--- config.mk ---
export PLATFORM = sky130hd
export DESIGN_NAME = patch_burst_ctrl
export DESIGN_NICKNAME = d
export VERILOG_FILES = /design/src/rtl/pbl_pkg.sv /design/src/rtl/pbl_cmd_check.sv /design/src/rtl/pbl_burst_timer.sv /design/src/rtl/pbl_write_ptr.sv /design/src/rtl/patch_burst_ctrl.sv
export SDC_FILE = /design/constraint.sdc
export NUM_CORES = 1
export LEC_CHECK = 0
export BUFFER_PORTS_ARGS = -buffer_cell sky130_fd_sc_hd__buf_4
export CORE_MARGIN = 2
export CORE_UTILIZATION = 30
export CTS_CLUSTER_DIAMETER = 50
export DETAILED_ROUTE_END_ITERATION = 8
export PLACE_DENSITY = 0.53
export SKIP_LAST_GASP = 1
export SLEW_MARGIN = 30
export SYNTH_ARGS = -nofsm -noshare
export SYNTH_HDL_FRONTEND = slang
export SYNTH_SLANG_ARGS = --single-unit
--- constraint.sdc ---
create_clock -name clk -period 2.45 [get_ports clk]
set_clock_uncertainty 0.15 [all_clocks]
set_input_delay 0.245 -clock clk [delete_from_list [all_inputs] [get_ports clk]]
set_output_delay 0.245 -clock clk [all_outputs]
set_load 0.1 [all_outputs]
--- src/rtl/pbl_pkg.sv ---
package pbl_pkg;
    localparam int BYTE_W    = 8;
    localparam int CMD_BYTES = 7;
    localparam int CMD_W     = BYTE_W * CMD_BYTES;
    localparam int SIZE_W    = 32;
    localparam int SADDR_W   = 7;
    localparam int TMO_W     = 6;

    localparam logic [7:0] ST_OK       = 8'h00;
    localparam logic [7:0] ST_BAD_SIZE = 8'h04;
    localparam logic [7:0] ST_BAD_ADDR = 8'h05;
    localparam logic [7:0] ST_BAD_TMO  = 8'h06;
    localparam logic [7:0] ST_REFUSED  = 8'hFF;

    typedef enum logic [1:0] {
        PH_IDLE    = 2'd0,
        PH_LOAD    = 2'd1,
        PH_DONE    = 2'd2,
        PH_EXPIRED = 2'd3
    } phase_e;
endpackage

--- src/rtl/pbl_cmd_check.sv ---
module pbl_cmd_check
    import pbl_pkg::*;
#(
    parameter int CAPACITY = 4096,
    parameter int RSV_LO   = 8'h08,
    parameter int RSV_HI   = 8'h78
) (
    input  logic [CMD_W-1:0]   cmd_data,
    input  logic [SADDR_W-1:0] own_addr,
    output logic [SIZE_W-1:0]  f_size,
    output logic [SADDR_W-1:0] f_addr,
    output logic [TMO_W-1:0]   f_tmo,
    output logic [7:0]         code
);
    localparam int SIZE_BYTES = SIZE_W / BYTE_W;
    localparam int ADDR_BYTE  = SIZE_BYTES + 1;
    localparam int TMO_BYTE   = SIZE_BYTES + 2;

    // Length bytes 1..4, byte 4 most significant.
    for (genvar gi = 0; gi < SIZE_BYTES; gi++) begin : g_size
        assign f_size[gi*BYTE_W +: BYTE_W] = cmd_data[(gi+1)*BYTE_W +: BYTE_W];
    end

    assign f_addr = cmd_data[ADDR_BYTE*BYTE_W +: SADDR_W];
    assign f_tmo  = cmd_data[TMO_BYTE*BYTE_W +: TMO_W];

    // Reserved bits: collected so they are read but affect nothing.
    logic unused_rsvd;
    assign unused_rsvd = ^{cmd_data[BYTE_W-1:0],
                           cmd_data[ADDR_BYTE*BYTE_W+SADDR_W +: BYTE_W-SADDR_W],
                           cmd_data[TMO_BYTE*BYTE_W+TMO_W +: BYTE_W-TMO_W]};

    logic size_bad, addr_bad, tmo_bad;

    always_comb begin
        size_bad = (f_size == '0) || (f_size > SIZE_W'(CAPACITY));
        addr_bad = (f_addr < SADDR_W'(RSV_LO)) || (f_addr >= SADDR_W'(RSV_HI))
                   || (f_addr == own_addr);
        tmo_bad  = (f_tmo == '0);
        if (size_bad)      code = ST_BAD_SIZE;
        else if (addr_bad) code = ST_BAD_ADDR;
        else if (tmo_bad)  code = ST_BAD_TMO;
        else               code = ST_OK;
    end
endmodule

--- src/rtl/pbl_burst_timer.sv ---
module pbl_burst_timer #(
    parameter int W = 6
) (
    input  logic         clk,
    input  logic         rst_n,
    input  logic         load,
    input  logic [W-1:0] load_val,
    input  logic         run,
    input  logic         tick,
    output logic         expire
);
    logic [W-1:0] cnt_d, cnt_q;

    always_comb begin
        cnt_d = cnt_q;
        if (load)
            cnt_d = load_val;
        else if (run && tick && cnt_q != '0)
            cnt_d = cnt_q - W'(1);
    end

    always_ff @(posedge clk or negedge rst_n) begin
        if (!rst_n) cnt_q <= '0;
        else        cnt_q <= cnt_d;
    end

    assign expire = run && tick && (cnt_q == W'(1));

    AST_TIMER_STEP: assert property (@(posedge clk) disable iff (!rst_n)
        (run && tick && !load && cnt_q != '0) |=> (cnt_q == $past(cnt_q) - W'(1)));
    AST_TIMER_HOLD: assert property (@(posedge clk) disable iff (!rst_n)
        (!load && !(run && tick)) |=> $stable(cnt_q));
endmodule

--- src/rtl/pbl_write_ptr.sv ---
module pbl_write_ptr #(
    parameter int CAPACITY = 4096,
    parameter int PW = $clog2(CAPACITY + 1),
    parameter int AW = $clog2(CAPACITY)
) (
    input  logic          clk,
    input  logic          rst_n,
    input  logic          clear,
    input  logic          adv,
    input  logic [PW-1:0] size_lim,
    output logic [AW-1:0] addr,
    output logic          last
);
    logic [PW-1:0] ptr_d, ptr_q;

    always_comb begin
        ptr_d = ptr_q;
        if (clear)    ptr_d = '0;
        else if (adv) ptr_d = ptr_q + PW'(1);
    end

    always_ff @(posedge clk or negedge rst_n) begin
        if (!rst_n) ptr_q <= '0;
        else        ptr_q <= ptr_d;
    end

    assign addr = ptr_q[AW-1:0];
    assign last = adv && !clear && ((ptr_q + PW'(1)) == size_lim);

    AST_PTR_BOUND: assert property (@(posedge clk) disable iff (!rst_n)
        ptr_q <= size_lim);
    AST_PTR_STEP: assert property (@(posedge clk) disable iff (!rst_n)
        (adv && !clear) |=> (ptr_q == $past(ptr_q) + PW'(1)));
    AST_PTR_REWIND: assert property (@(posedge clk) disable iff (!rst_n)
        clear |=> (ptr_q == '0));
endmodule

--- src/rtl/patch_burst_ctrl.sv ---
module patch_burst_ctrl
    import pbl_pkg::*;
#(
    parameter int PATCH_BYTES = 4096,
    parameter int AW = $clog2(PATCH_BYTES)
) (
    input  logic                clk,
    input  logic                rst_n,
    input  logic                cmd_start,
    input  logic [55:0]         cmd_data,
    input  logic                app_mode,
    input  logic [6:0]          own_addr,
    input  logic                tick_100ms,
    input  logic                pb_valid,
    input  logic [7:0]          pb_data,
    output logic                ram_we,
    output logic [AW-1:0]       ram_addr,
    output logic [7:0]          ram_wdata,
    output logic                status_valid,
    output logic [7:0]          status,
    output logic                cmd_reject,
    output logic [6:0]          tgt_addr,
    output logic                burst_active,
    output logic                burst_done,
    output logic                burst_timeout
);
    localparam int PW = $clog2(PATCH_BYTES + 1);

    typedef struct packed {
        phase_e              phase;
        logic [SADDR_W-1:0]  tgt;
        logic [PW-1:0]       size;
        logic [TMO_W-1:0]    tmo;
        logic                stat_v;
        logic [7:0]          stat;
        logic                rej;
    } ctl_t;

    ctl_t ctl_d, ctl_q;

    logic [SIZE_W-1:0]  chk_size;
    logic [SADDR_W-1:0] chk_addr;
    logic [TMO_W-1:0]   chk_tmo;
    logic [7:0]         chk_code;

    pbl_cmd_check #(.CAPACITY(PATCH_BYTES)) u_check (
        .cmd_data (cmd_data),
        .own_addr (own_addr),
        .f_size   (chk_size),
        .f_addr   (chk_addr),
        .f_tmo    (chk_tmo),
        .code     (chk_code)
    );

    logic loading, host_cmd, restart, launch, reload, evt_ok, adv;
    logic tmr_expire, ptr_last;
    logic [TMO_W-1:0] tmr_val;

    always_comb begin
        loading  = (ctl_q.phase == PH_LOAD);
        host_cmd = cmd_start && !app_mode;
        restart  = host_cmd && loading;
        launch   = host_cmd && !loading && (chk_code == ST_OK);
        reload   = restart || launch;
        tmr_val  = launch ? chk_tmo : ctl_q.tmo;
        evt_ok   = loading && !host_cmd;
        adv      = evt_ok && pb_valid;
    end

    pbl_burst_timer #(.W(TMO_W)) u_timer (
        .clk      (clk),
        .rst_n    (rst_n),
        .load     (reload),
        .load_val (tmr_val),
        .run      (evt_ok),
        .tick     (tick_100ms),
        .expire   (tmr_expire)
    );

    pbl_write_ptr #(.CAPACITY(PATCH_BYTES), .PW(PW), .AW(AW)) u_ptr (
        .clk      (clk),
        .rst_n    (rst_n),
        .clear    (reload),
        .adv      (adv),
        .size_lim (ctl_q.size),
        .addr     (ram_addr),
        .last     (ptr_last)
    );

    always_comb begin
        ctl_d        = ctl_q;
        ctl_d.stat_v = 1'b0;
        ctl_d.rej    = 1'b0;
        if (cmd_start) begin
            ctl_d.stat_v = 1'b1;
            if (app_mode) begin
                ctl_d.stat = ST_REFUSED;
                ctl_d.rej  = 1'b1;
            end else if (loading) begin
                ctl_d.stat = ST_OK;
            end else if (chk_code != ST_OK) begin
                ctl_d.stat = chk_code;
            end else begin
                ctl_d.stat  = ST_OK;
                ctl_d.phase = PH_LOAD;
                ctl_d.tgt   = chk_addr;
                ctl_d.size  = PW'(chk_size);
                ctl_d.tmo   = chk_tmo;
            end
        end
        if (evt_ok) begin
            if (ptr_last)        ctl_d.phase = PH_DONE;
            else if (tmr_expire) ctl_d.phase = PH_EXPIRED;
        end
    end

    always_ff @(posedge clk or negedge rst_n) begin
        if (!rst_n) ctl_q <= '0;
        else        ctl_q <= ctl_d;
    end

    assign ram_we        = adv;
    assign ram_wdata     = pb_data;
    assign status_valid  = ctl_q.stat_v;
    assign status        = ctl_q.stat;
    assign cmd_reject    = ctl_q.rej;
    assign tgt_addr      = ctl_q.tgt;
    assign burst_active  = (ctl_q.phase == PH_LOAD);
    assign burst_done    = (ctl_q.phase == PH_DONE);
    assign burst_timeout = (ctl_q.phase == PH_EXPIRED);

    AST_START_ACK: assert property (@(posedge clk) disable iff (!rst_n)
        cmd_start |=> status_valid);
    AST_REJECT_CODE: assert property (@(posedge clk) disable iff (!rst_n)
        cmd_reject |-> (status_valid && status == ST_REFUSED));
    AST_REJECT_KEEPS_TGT: assert property (@(posedge clk) disable iff (!rst_n)
        (cmd_start && app_mode) |=> $stable(tgt_addr));
    AST_DONE_AFTER_WRITE: assert property (@(posedge clk) disable iff (!rst_n)
        $rose(burst_done) |-> $past(ram_we));
    AST_EXPIRE_ON_TICK: assert property (@(posedge clk) disable iff (!rst_n)
        $rose(burst_timeout) |-> $past(tick_100ms));
    AST_RESTART_KEEPS_TGT: assert property (@(posedge clk) disable iff (!rst_n)
        (cmd_start && !app_mode && burst_active) |=> ($stable(tgt_addr) && burst_active));
endmodule

==> results.toml, run 1 <==
[power_and_ir_drop]
switching_share_pct = 43.3
p_switching_mw = 1.31
p_per_area_mw_per_mm2 = 708
intPower_mw = 1.72
power.static_leakage_nw = 2.07
seqPwrFrac_pct = 35.6
vdd_drop_max_v = 0.000514
p_clk_share_pct = 20.6
pwr-share-comb_pct = 43.8
power_mw = 3.03

[synth]
synth_nets = 410
yosys_warnings = 0
yosysTopAreaCellShare_pct = 39.8
ys_ff_latch = 53
ys_types = 48
netlist_area_sq_mm = 0.00333
synth.area.top_cells = "dfrtp_1 (40%), mux2_4 (9.9%), buf_4 (7.9%)"
syn_avg_cell_area_sq_um = 10.1
synthArstFlopShare_pct = 100
synth_edf_count = 0
synth_top_flop_cell = "dfrtp_1"
seq_area_frac_synth_pct = 39.8
syn_inst = 330
synth_top_area_cell = "dfrtp_1"

[floorplan]
start_util_pct = 30.7
die_w_um = 109
die_y_um = 109
io_pins = 118
num_rows = 38
coreArea_sq_mm = 0.0108
die-area_sq_mm = 0.0120

[worst_setup_path]
critical_path_class = "in2reg"
crit_fanout = 14
crit_path_end_kind = "flip-flop"
max_stage_delay_ns = 0.53
worstPathCellList = "dlygate4sd3_1 -> buf_4 -> nor4_1 -> a31oi_1 -> and4bb_4 -> nand4b_4 -> buf_4 -> mux2_4"
required_ns = 2.51
critical-path-slowest-cell = "dlygate4sd3_1"
crit_top_cell = "buf_4"
start_kind = "primary input"
cp.arrival_ns = 2.44

[timing]
max_slew.worst_pin.slew_ns = 0.680
hold_violations = 0
setup_viol = 0
fmax_ghz = 0.421
slew_viol_final = 0
slew_headroom_pct = 54.7
setup_tns_ns = 0
fin_crit_ns = 2.38
rsz0062_at_grt = "no"
finalCritPeriodShare_pct = 96.9

[global_routing]
gr-total-overflow = 0
grt_max_degree = 54
grt_use_total_pct = 13.4
grt_pass1_wl_mm = 12.5
antenna_found_initial = 0
grt_pass1_vias = 2517

[route]
dr.pass1.iters = 4
vias_per_cell = 4.74
ant_nets = 0
detail_route.wl_per_cell_um = 14.1
drcViolationCount = 0
num_vias = 2620
drtIter0Drc = 95
routed_wl_mm = 7.79

[clocking]
clk_pin_slew_worst_paths_ns = 0.10
clockBufferDepth = 2
cts_max_level = 2
clock-root-buffer = "clkbuf_8"
cts_buffers = 5
cts_tree = "done"
worstSkewPairLatency_ns = 0.32
cts_sinks = 53

[finish]
final_area_sq_mm = 0.00427
layout_commonest_cell = "buf_4"
post-route-util_pct = 39.4
mostFrequentLayoutCells = "buf_4 (109), dfrtp_1 (53), nor2_1 (25)"
nets = 492
diodes = 0
finalNonFillerCells = 553
synthToLayoutAreaGrowth_pct = 28.2
drive_gt1_share_pct = 37.5

[run]
drv_cap = 0

[placed_design]
io_buffers = 90
dp_hpwl_mm = 6.06
placed_area_sq_mm = 0.00405
dpl.cell_count = 535
place.gp.congestion = 0.889

[worst_hold_path]
hold_path_class = "in2reg"

[run_status]
status = "finished, final reports clean"
[path summary, 6_finish.rpt]
kind	from	endpoint	slack, ns	cells past startpoint
setup / recovery	cmd_data[9]	ctl_q[26]	0.07	8
hold / removal	app_mode	cmd_reject	0.007	2
setup reg to reg	u_ptr.ptr_q[1]	ctl_q[36]	0.17	8
hold reg to reg	ctl_q[12]	ctl_q[12]	0.37	1
max in group asynchronous	rst_n	u_ptr.ptr_q[4]	1.34	2
min in group asynchronous	rst_n	tgt_addr[1]	0.33	2
[flip-flops by register name, indices dropped and copies added (netlist names)]
name,flops
ctl_q,21
u_ptr.ptr_q,13
tgt_addr,7
u_timer.cnt_q,6
status,4
cmd_reject,1
status_valid,1
[cell families (layout without fill, tap and decap cells)]
logic type	count (synthesis)	count (layout)	synth area share, %
AND/OR/NAND/NOR	115	115	18.4
flip-flops	53	53	39.8
buffers and inverters	52	135	10.5
AO/OA/AOI/OAI	39	39	7.55
XOR/XNOR	37	37	9.73
multiplexers	31	31	12.8
adder cells (fa/ha/maj)	3	3	1.13
[power by group through the flow]
| stage | registers, mW | logic [mW] | clock network, mW |
|---|---|---|---|
| after global placement | 1.09 | 1.30 | 0 |
| final | 1.08 | 1.32 | 0.624 |
| after floorplan | 1.08 | 1.06 | 0 |
| after detailed placement | 1.09 | 1.31 | 0 |
| after CTS | 1.08 | 1.32 | 0.647 |
| after global routing | 1.10 | 1.41 | 0.681 |
[cells in the mapped netlist, types with 2 or more instances]
master,instances
buf_4,35
a21oi_1,12
mux2i_1,4
nor3b_1,4
o22ai_1,3
nor2b_1,5
nor4_1,13
o21ai_0,8
mux2_4,22
or4_1,2
nand2b_1,2
nor3_1,9
nand2_1,23
and2_1,4
a31oi_1,3
xor2_1,13
nand3_1,12
buf_2,6
inv_1,6
ha_1,3
and3_1,3
xnor2_1,24
nand4_1,7
a311oi_1,2
nor2_1,25
dfrtp_1,53
mux2_2,5
buf_6,2
[layer usage]
metal | part of all wire [%] | track usage, % | vias to the layer above
met3 | 6.5 | 2.85 | 5
met4 | 1.0 | 3.98 | 0
met2 | 45 | 21.0 | 94
met1 | 47 | 18.7 | 1226
met5 | 0 | 0 | -
li1 | - | - | 1295
[area by class of cell]
cell class / instances / area [sq um]
fill: 1079 / 6570
tap: 140 / 175
clock buffer: 5 / 68.8
inverter: 7 / 35.0
sequential: 53 / 1330
clock inverter: 3 / 43.8
timing repair buffer: 120 / 948
multi-input combinational: 225 / 1670
[per-stage QoR]
step           hold WS, ns  setup WS, ns
6_report           0.00723        0.0748
2_1_floorplan       -0.201         0.102
3_5_place_dp         0.185        0.0446
3_3_place_gp         0.181        0.0672
5_1_grt            0.00252       0.00718
4_1_cts            0.00212        0.0129
[critical path: cells and delay by family]
kind | cells | cell delay (ns)
buf+inv | 3 | 0.90
simple gates | 3 | 0.86
mux | 1 | 0.31
compound gates | 1 | 0.12
[repair_timing]
| item | CTS | global route |
|---|---|---|
| hold buffers | 6 | 3 |
| buffers inserted | 0 | 1 |
| setup endpoints to repair | 0 | 7 |
| endpoints found under the hold margin | 58 | 3 |
| gates resized for setup | 0 | 3 |
Power figures use the tool's default switching activity.
==> run 2: changes to the inputs <==
--- a/config.mk
+++ b/config.mk
@@ -6,6 +6,7 @@
 export NUM_CORES = 1
 export LEC_CHECK = 0
 export BUFFER_PORTS_ARGS = -buffer_cell sky130_fd_sc_hd__buf_4
+export CORE_ASPECT_RATIO = 0.75
 export CORE_MARGIN = 2
 export CORE_UTILIZATION = 30
 export CTS_CLUSTER_DIAMETER = 50
==> run 2 against run 1 <==
Against the previous run:
- critical path depth shrank 1
- wire length grew 3.2%
- non-clock buffer count shrank 6
==> results.toml, run 2 (synthesis gave the netlist of run 1 again) <==
[floorplan]
io_pins = 118
num_rows = 33
die-area_sq_mm = 0.0120
die_w_um = 126
start_util_pct = 30.7
coreArea_sq_mm = 0.0109
die_y_um = 95.3

[route]
vias_per_cell = 4.73
routed_wl_mm = 8.04
detail_route.wl_per_cell_um = 14.7
dr.pass1.iters = 4
drcViolationCount = 0
drtIter0Drc = 159
num_vias = 2588
ant_nets = 0

[worst_setup_path]
max_stage_delay_ns = 0.48
reg2reg_slack_ns = 0.21
r2r_cells = 7
crit_fanout = 6
critical-path-slowest-cell = "dfrtp_1"
crit_path_end_kind = "flip-flop"
worst-path-stages = 7
worstPathCellList = "nand3_1 -> nor4_1 -> xor2_1 -> or3_1 -> a311oi_1 -> buf_4 -> a22oi_1"
crit_family = "simple AND/OR/NAND/NOR gates"
required_ns = 2.47
cp.arrival_ns = 2.26
critical_path_class = "reg2reg"
start_kind = "flip-flop"
cp_num_buf_inv = 1

[run]
drv_cap = 0

[finish]
multi_input_area_sq_mm = 0.00168
mostFrequentLayoutCells = "buf_4 (110), dfrtp_1 (53), nor2_1 (25)"
drive_gt1_share_pct = 38.6
nets = 486
ff_latch_area_sq_mm = 0.00133
diodes = 0
synthToLayoutAreaGrowth_pct = 28.0
layout_commonest_cell = "buf_4"
finalNonFillerCells = 547
largest_reg_flops = 21
fillers = 1091
top_register = "ctl_q"

[global_routing]
grt_max_degree = 54
grt_use_total_pct = 14.3
grt_pass1_wl_mm = 13.7
gr-total-overflow = 0
grt_pass1_vias = 2667
antenna_found_initial = 0

[placed_design]
dpl.cell_count = 537
place.gp.congestion = 0.844
dp_hpwl_mm = 6.40
io_buffers = 90

[power_and_ir_drop]
power.static_leakage_nw = 2.06
p_per_area_mw_per_mm2 = 746
vdd_drop_max_v = 0.000364

[worst_hold_path]
hold_path_class = "in2reg"
whs_path_depth = 2

[clocking]
cts_tree = "done"
cts_buffers = 5
worstSkewPairLatency_ns = 0.29
cts_max_level = 2
clk_pin_slew_worst_paths_ns = 0.07
clockBufferDepth = 2
cts_sinks = 53
clock-root-buffer = "clkbuf_16"

[timing]
hold_violations = 0
fin_crit_ns = 2.24
max_slew.worst_pin.slew_ns = 0.677
hold-worst-slack_ns = 0.0480
setup_viol = 0
fmax_ghz = 0.446
finalCritPeriodShare_pct = 91.5
rsz0062_at_grt = "no"
slew_headroom_pct = 54.9
slew_viol_final = 0

[run_status]
status = "finished, final reports clean"
run 2: per-stage QoR:
| stage | power, mW | util, % | area, sq um | setup slack [ns] | setup TNS [ns] |
|---|---|---|---|---|---|
| after CTS | 3.21 | 39.1 | 4240 | 0.0810 | 0 |
| after global routing | 3.37 | 39.3 | 4260 | 0.0277 | 0 |
| after detailed placement | 2.44 | 37.4 | 4060 | -0.00971 | -0.0496 |
| final | 3.18 | 39.3 | 4260 | 0.207 | 0 |
| after floorplan | 2.14 | - | 3340 | 0.102 | 0 |
| after global placement | 2.42 | 37.4 | 4060 | 0.0137 | 0 |
run 2: repair_timing:
action / 4_1_cts / 5_1_grt
setup endpoints to repair: 0 / 2
gates resized for setup: 0 / 4
hold buffers: 2 / 0
setup buffers: 0 / 0
endpoints found under the hold margin: 54 / 0
run 2: layout make-up:
cell class	instances	share of cell area (%)
timing repair buffer	114	20.8
sequential	53	31.1
clock inverter	1	0.205
multi-input combinational	225	39.4
inverter	7	0.822
clock buffer	7	3.58
tap	140	4.11
run 2: worst reg2reg max path, stage by stage (launching register included):
cell	delay [ns]
dfrtp_1	0.48
nand3_1	0.19
nor4_1	0.35
xor2_1	0.10
or3_1	0.36
a311oi_1	0.25
buf_4	0.17
a22oi_1	0.06
run 2: per-layer routing:
layer	track usage, %	wire length [um]	up-vias
li1	-	-	1289
met1	21.7	4160	1203
met2	21.0	3310	91
met3	2.81	506	5
met4	3.33	70	0
met5	0	0	-
run 2: report_power, final:
group          leakage (nW)  internal, mW  total [mW]  switching (mW)
clock                0.0805         0.439       0.751           0.312
sequential            0.707         0.974        1.07          0.0997
combinational          1.28         0.443        1.36           0.914
total                  2.06          1.86        3.18            1.33
run 2: path summary, 6_finish.rpt:
| path | from | to |
|---|---|---|
| max in group asynchronous | rst_n | u_ptr.ptr_q[4] |
| worst max register to register | u_ptr.ptr_q[4] | ctl_q[36] |
| min in group asynchronous | rst_n | ctl_q[14] |
| worst min-delay path | cmd_data[17] | ctl_q[25] |
| worst max-delay path | u_ptr.ptr_q[4] | ctl_q[36] |
| worst min register to register | status[2] | status[2] |
==> run 3: changes to the inputs <==
--- a/config.mk
+++ b/config.mk
@@ -11,6 +11,7 @@
 export CORE_UTILIZATION = 30
 export CTS_CLUSTER_DIAMETER = 50
 export DETAILED_ROUTE_END_ITERATION = 8
+export HOLD_SLACK_MARGIN = 0.15
 export PLACE_DENSITY = 0.53
 export SKIP_LAST_GASP = 1
 export SLEW_MARGIN = 30
==> run 3 against run 2 <==
Against the previous run:
- clock power about the same
- cell area up 7.3%
- hold slack better by 0.28 ns
- cell count up 5.3%
==> results.toml, run 3 (synthesis gave the netlist of run 1 again) <==
[clocking]
cts_tree = "done"
clk_pin_slew_worst_paths_ns = 0.07
clockBufferDepth = 2
cts_buffers = 5
clock-root-buffer = "clkbuf_16"
cts_sinks = 53
cts_max_level = 2
worstSkewPairLatency_ns = 0.29

[worst_hold_path]
min_from = "pb_valid"
hold_path_class = "in2reg"

[placed_design]
pre_cts_ws_ns = -0.00971
place.gp.congestion = 0.844
dp_hpwl_mm = 6.40
placed_area_sq_mm = 0.00406
io_buffers = 90

[timing]
slew_viol_final = 0
fin_crit_ns = 2.34
setup_viol = 0
finalCritPeriodShare_pct = 95.5
hold-worst-slack_ns = 0.328
fin_ws_ns = 0.110
fmax_ghz = 0.427
slew_headroom_pct = 54.5
hold_violations = 0
max_slew.worst_pin.slew_ns = 0.683

[route]
drcViolationCount = 0
detail_route.wl_per_cell_um = 14.5
vias_per_cell = 4.72
num_vias = 2716
drtIter0Drc = 155
ant_nets = 0
routed_wl_mm = 8.38
dr.pass1.iters = 4

[worst_setup_path]
worstSetupStartpoint = "cmd_data[48]"
critical_path_class = "in2reg"
start_kind = "primary input"
crit_fanout = 21
required_ns = 2.48
crit_path_end_kind = "flip-flop"
reg2reg_from = "u_ptr.ptr_q[4]"
cp.arrival_ns = 2.37

[finish]
final_area_sq_mm = 0.00457
top_register = "ctl_q"
nets = 515
multi_input_area_sq_mm = 0.00170
diodes = 0
synthToLayoutAreaGrowth_pct = 37.3
fillers = 1060
largest_reg_flops = 21
ff_latch_area_sq_mm = 0.00133
layout_commonest_cell = "buf_4"
drive_gt1_share_pct = 36.9
mostFrequentLayoutCells = "buf_4 (111), dfrtp_1 (53), dlygate4sd3_1 (29)"

[run_status]
status = "finished, final reports clean"

[floorplan]
die-area_sq_mm = 0.0120
die_y_um = 95.3
num_rows = 33
die_w_um = 126
io_pins = 118
start_util_pct = 30.7
coreArea_sq_mm = 0.0109

[global_routing]
antenna_found_initial = 0
gr-total-overflow = 0
grt_pass1_wl_mm = 14.0
grt_pass1_vias = 2764
grt_use_total_pct = 14.7
grt_max_degree = 54

[run]
drv_cap = 0

[power_and_ir_drop]
vdd_drop_max_v = 0.000371
p_per_area_mw_per_mm2 = 706
power.static_leakage_nw = 2.19
-- run 3: worst paths after layout --
path                             endpoint  slack [ns]  cells past startpoint
max in group asynchronous  u_ptr.ptr_q[4]        1.31                      2
setup reg to reg                ctl_q[36]        0.20                      7
hold / removal             u_ptr.ptr_q[1]        0.33                      5
setup / recovery              tgt_addr[5]        0.11                      7
min in group asynchronous       ctl_q[14]        0.40                      2
hold reg to reg                 status[2]        0.36                      2
-- run 3: stage by stage --
stage / TNS (ns) / power (mW) / instances / util [%]
floorplan: 0 / 2.14 / 330 / -
global placement: 0 / 2.42 / 537 / 37.4
detailed placement: -0.0496 / 2.44 / 537 / 37.4
CTS: 0 / 3.24 / 574 / 41.6
global route: -0.00469 / 3.41 / 576 / 42.1
finish: 0 / 3.23 / 576 / 42.1
-- run 3: per-layer routing --
| metal | global-route usage, % | share of wire [%] | vias up |
|---|---|---|---|
| met4 | 4.07 | 1.3 | 0 |
| li1 | - | - | 1345 |
| met1 | 21.8 | 51 | 1269 |
| met3 | 2.81 | 6.0 | 8 |
| met5 | 0 | 0 | - |
| met2 | 21.6 | 42 | 94 |
-- run 3: worst max-delay path: stages --
cell           delay, ns
dlygate4sd3_1       0.55
buf_4               0.15
nor4_1              0.49
a21oi_1             0.22
nand4b_4            0.17
buf_12              0.19
mux2_2              0.34
-- run 3: where the power goes --
| group | leakage [nW] | total [mW] | internal [mW] | switching, mW |
|---|---|---|---|---|
| Sequential | 0.707 | 1.07 | 0.974 | 0.100 |
| Clock | 0.0805 | 0.752 | 0.439 | 0.313 |
| Combinational | 1.40 | 1.40 | 0.475 | 0.928 |
-- run 3: cell type report --
class / count / share of cell area, %
clock buffer: 7 / 3.34
inverter: 7 / 0.766
timing repair buffer: 143 / 25.7
tap: 140 / 3.83
sequential: 53 / 29.0
multi-input combinational: 225 / 37.2
clock inverter: 1 / 0.192
-- run 3: what timing repair did --
| action | 4_1_cts | 5_1_grt |
|---|---|---|
| hold buffers | 29 | 0 |
| resized for setup | 0 | 8 |
| hold endpoints to repair | 91 | 0 |
| setup endpoints to repair | 0 | 32 |
| setup buffers | 0 | 2 |
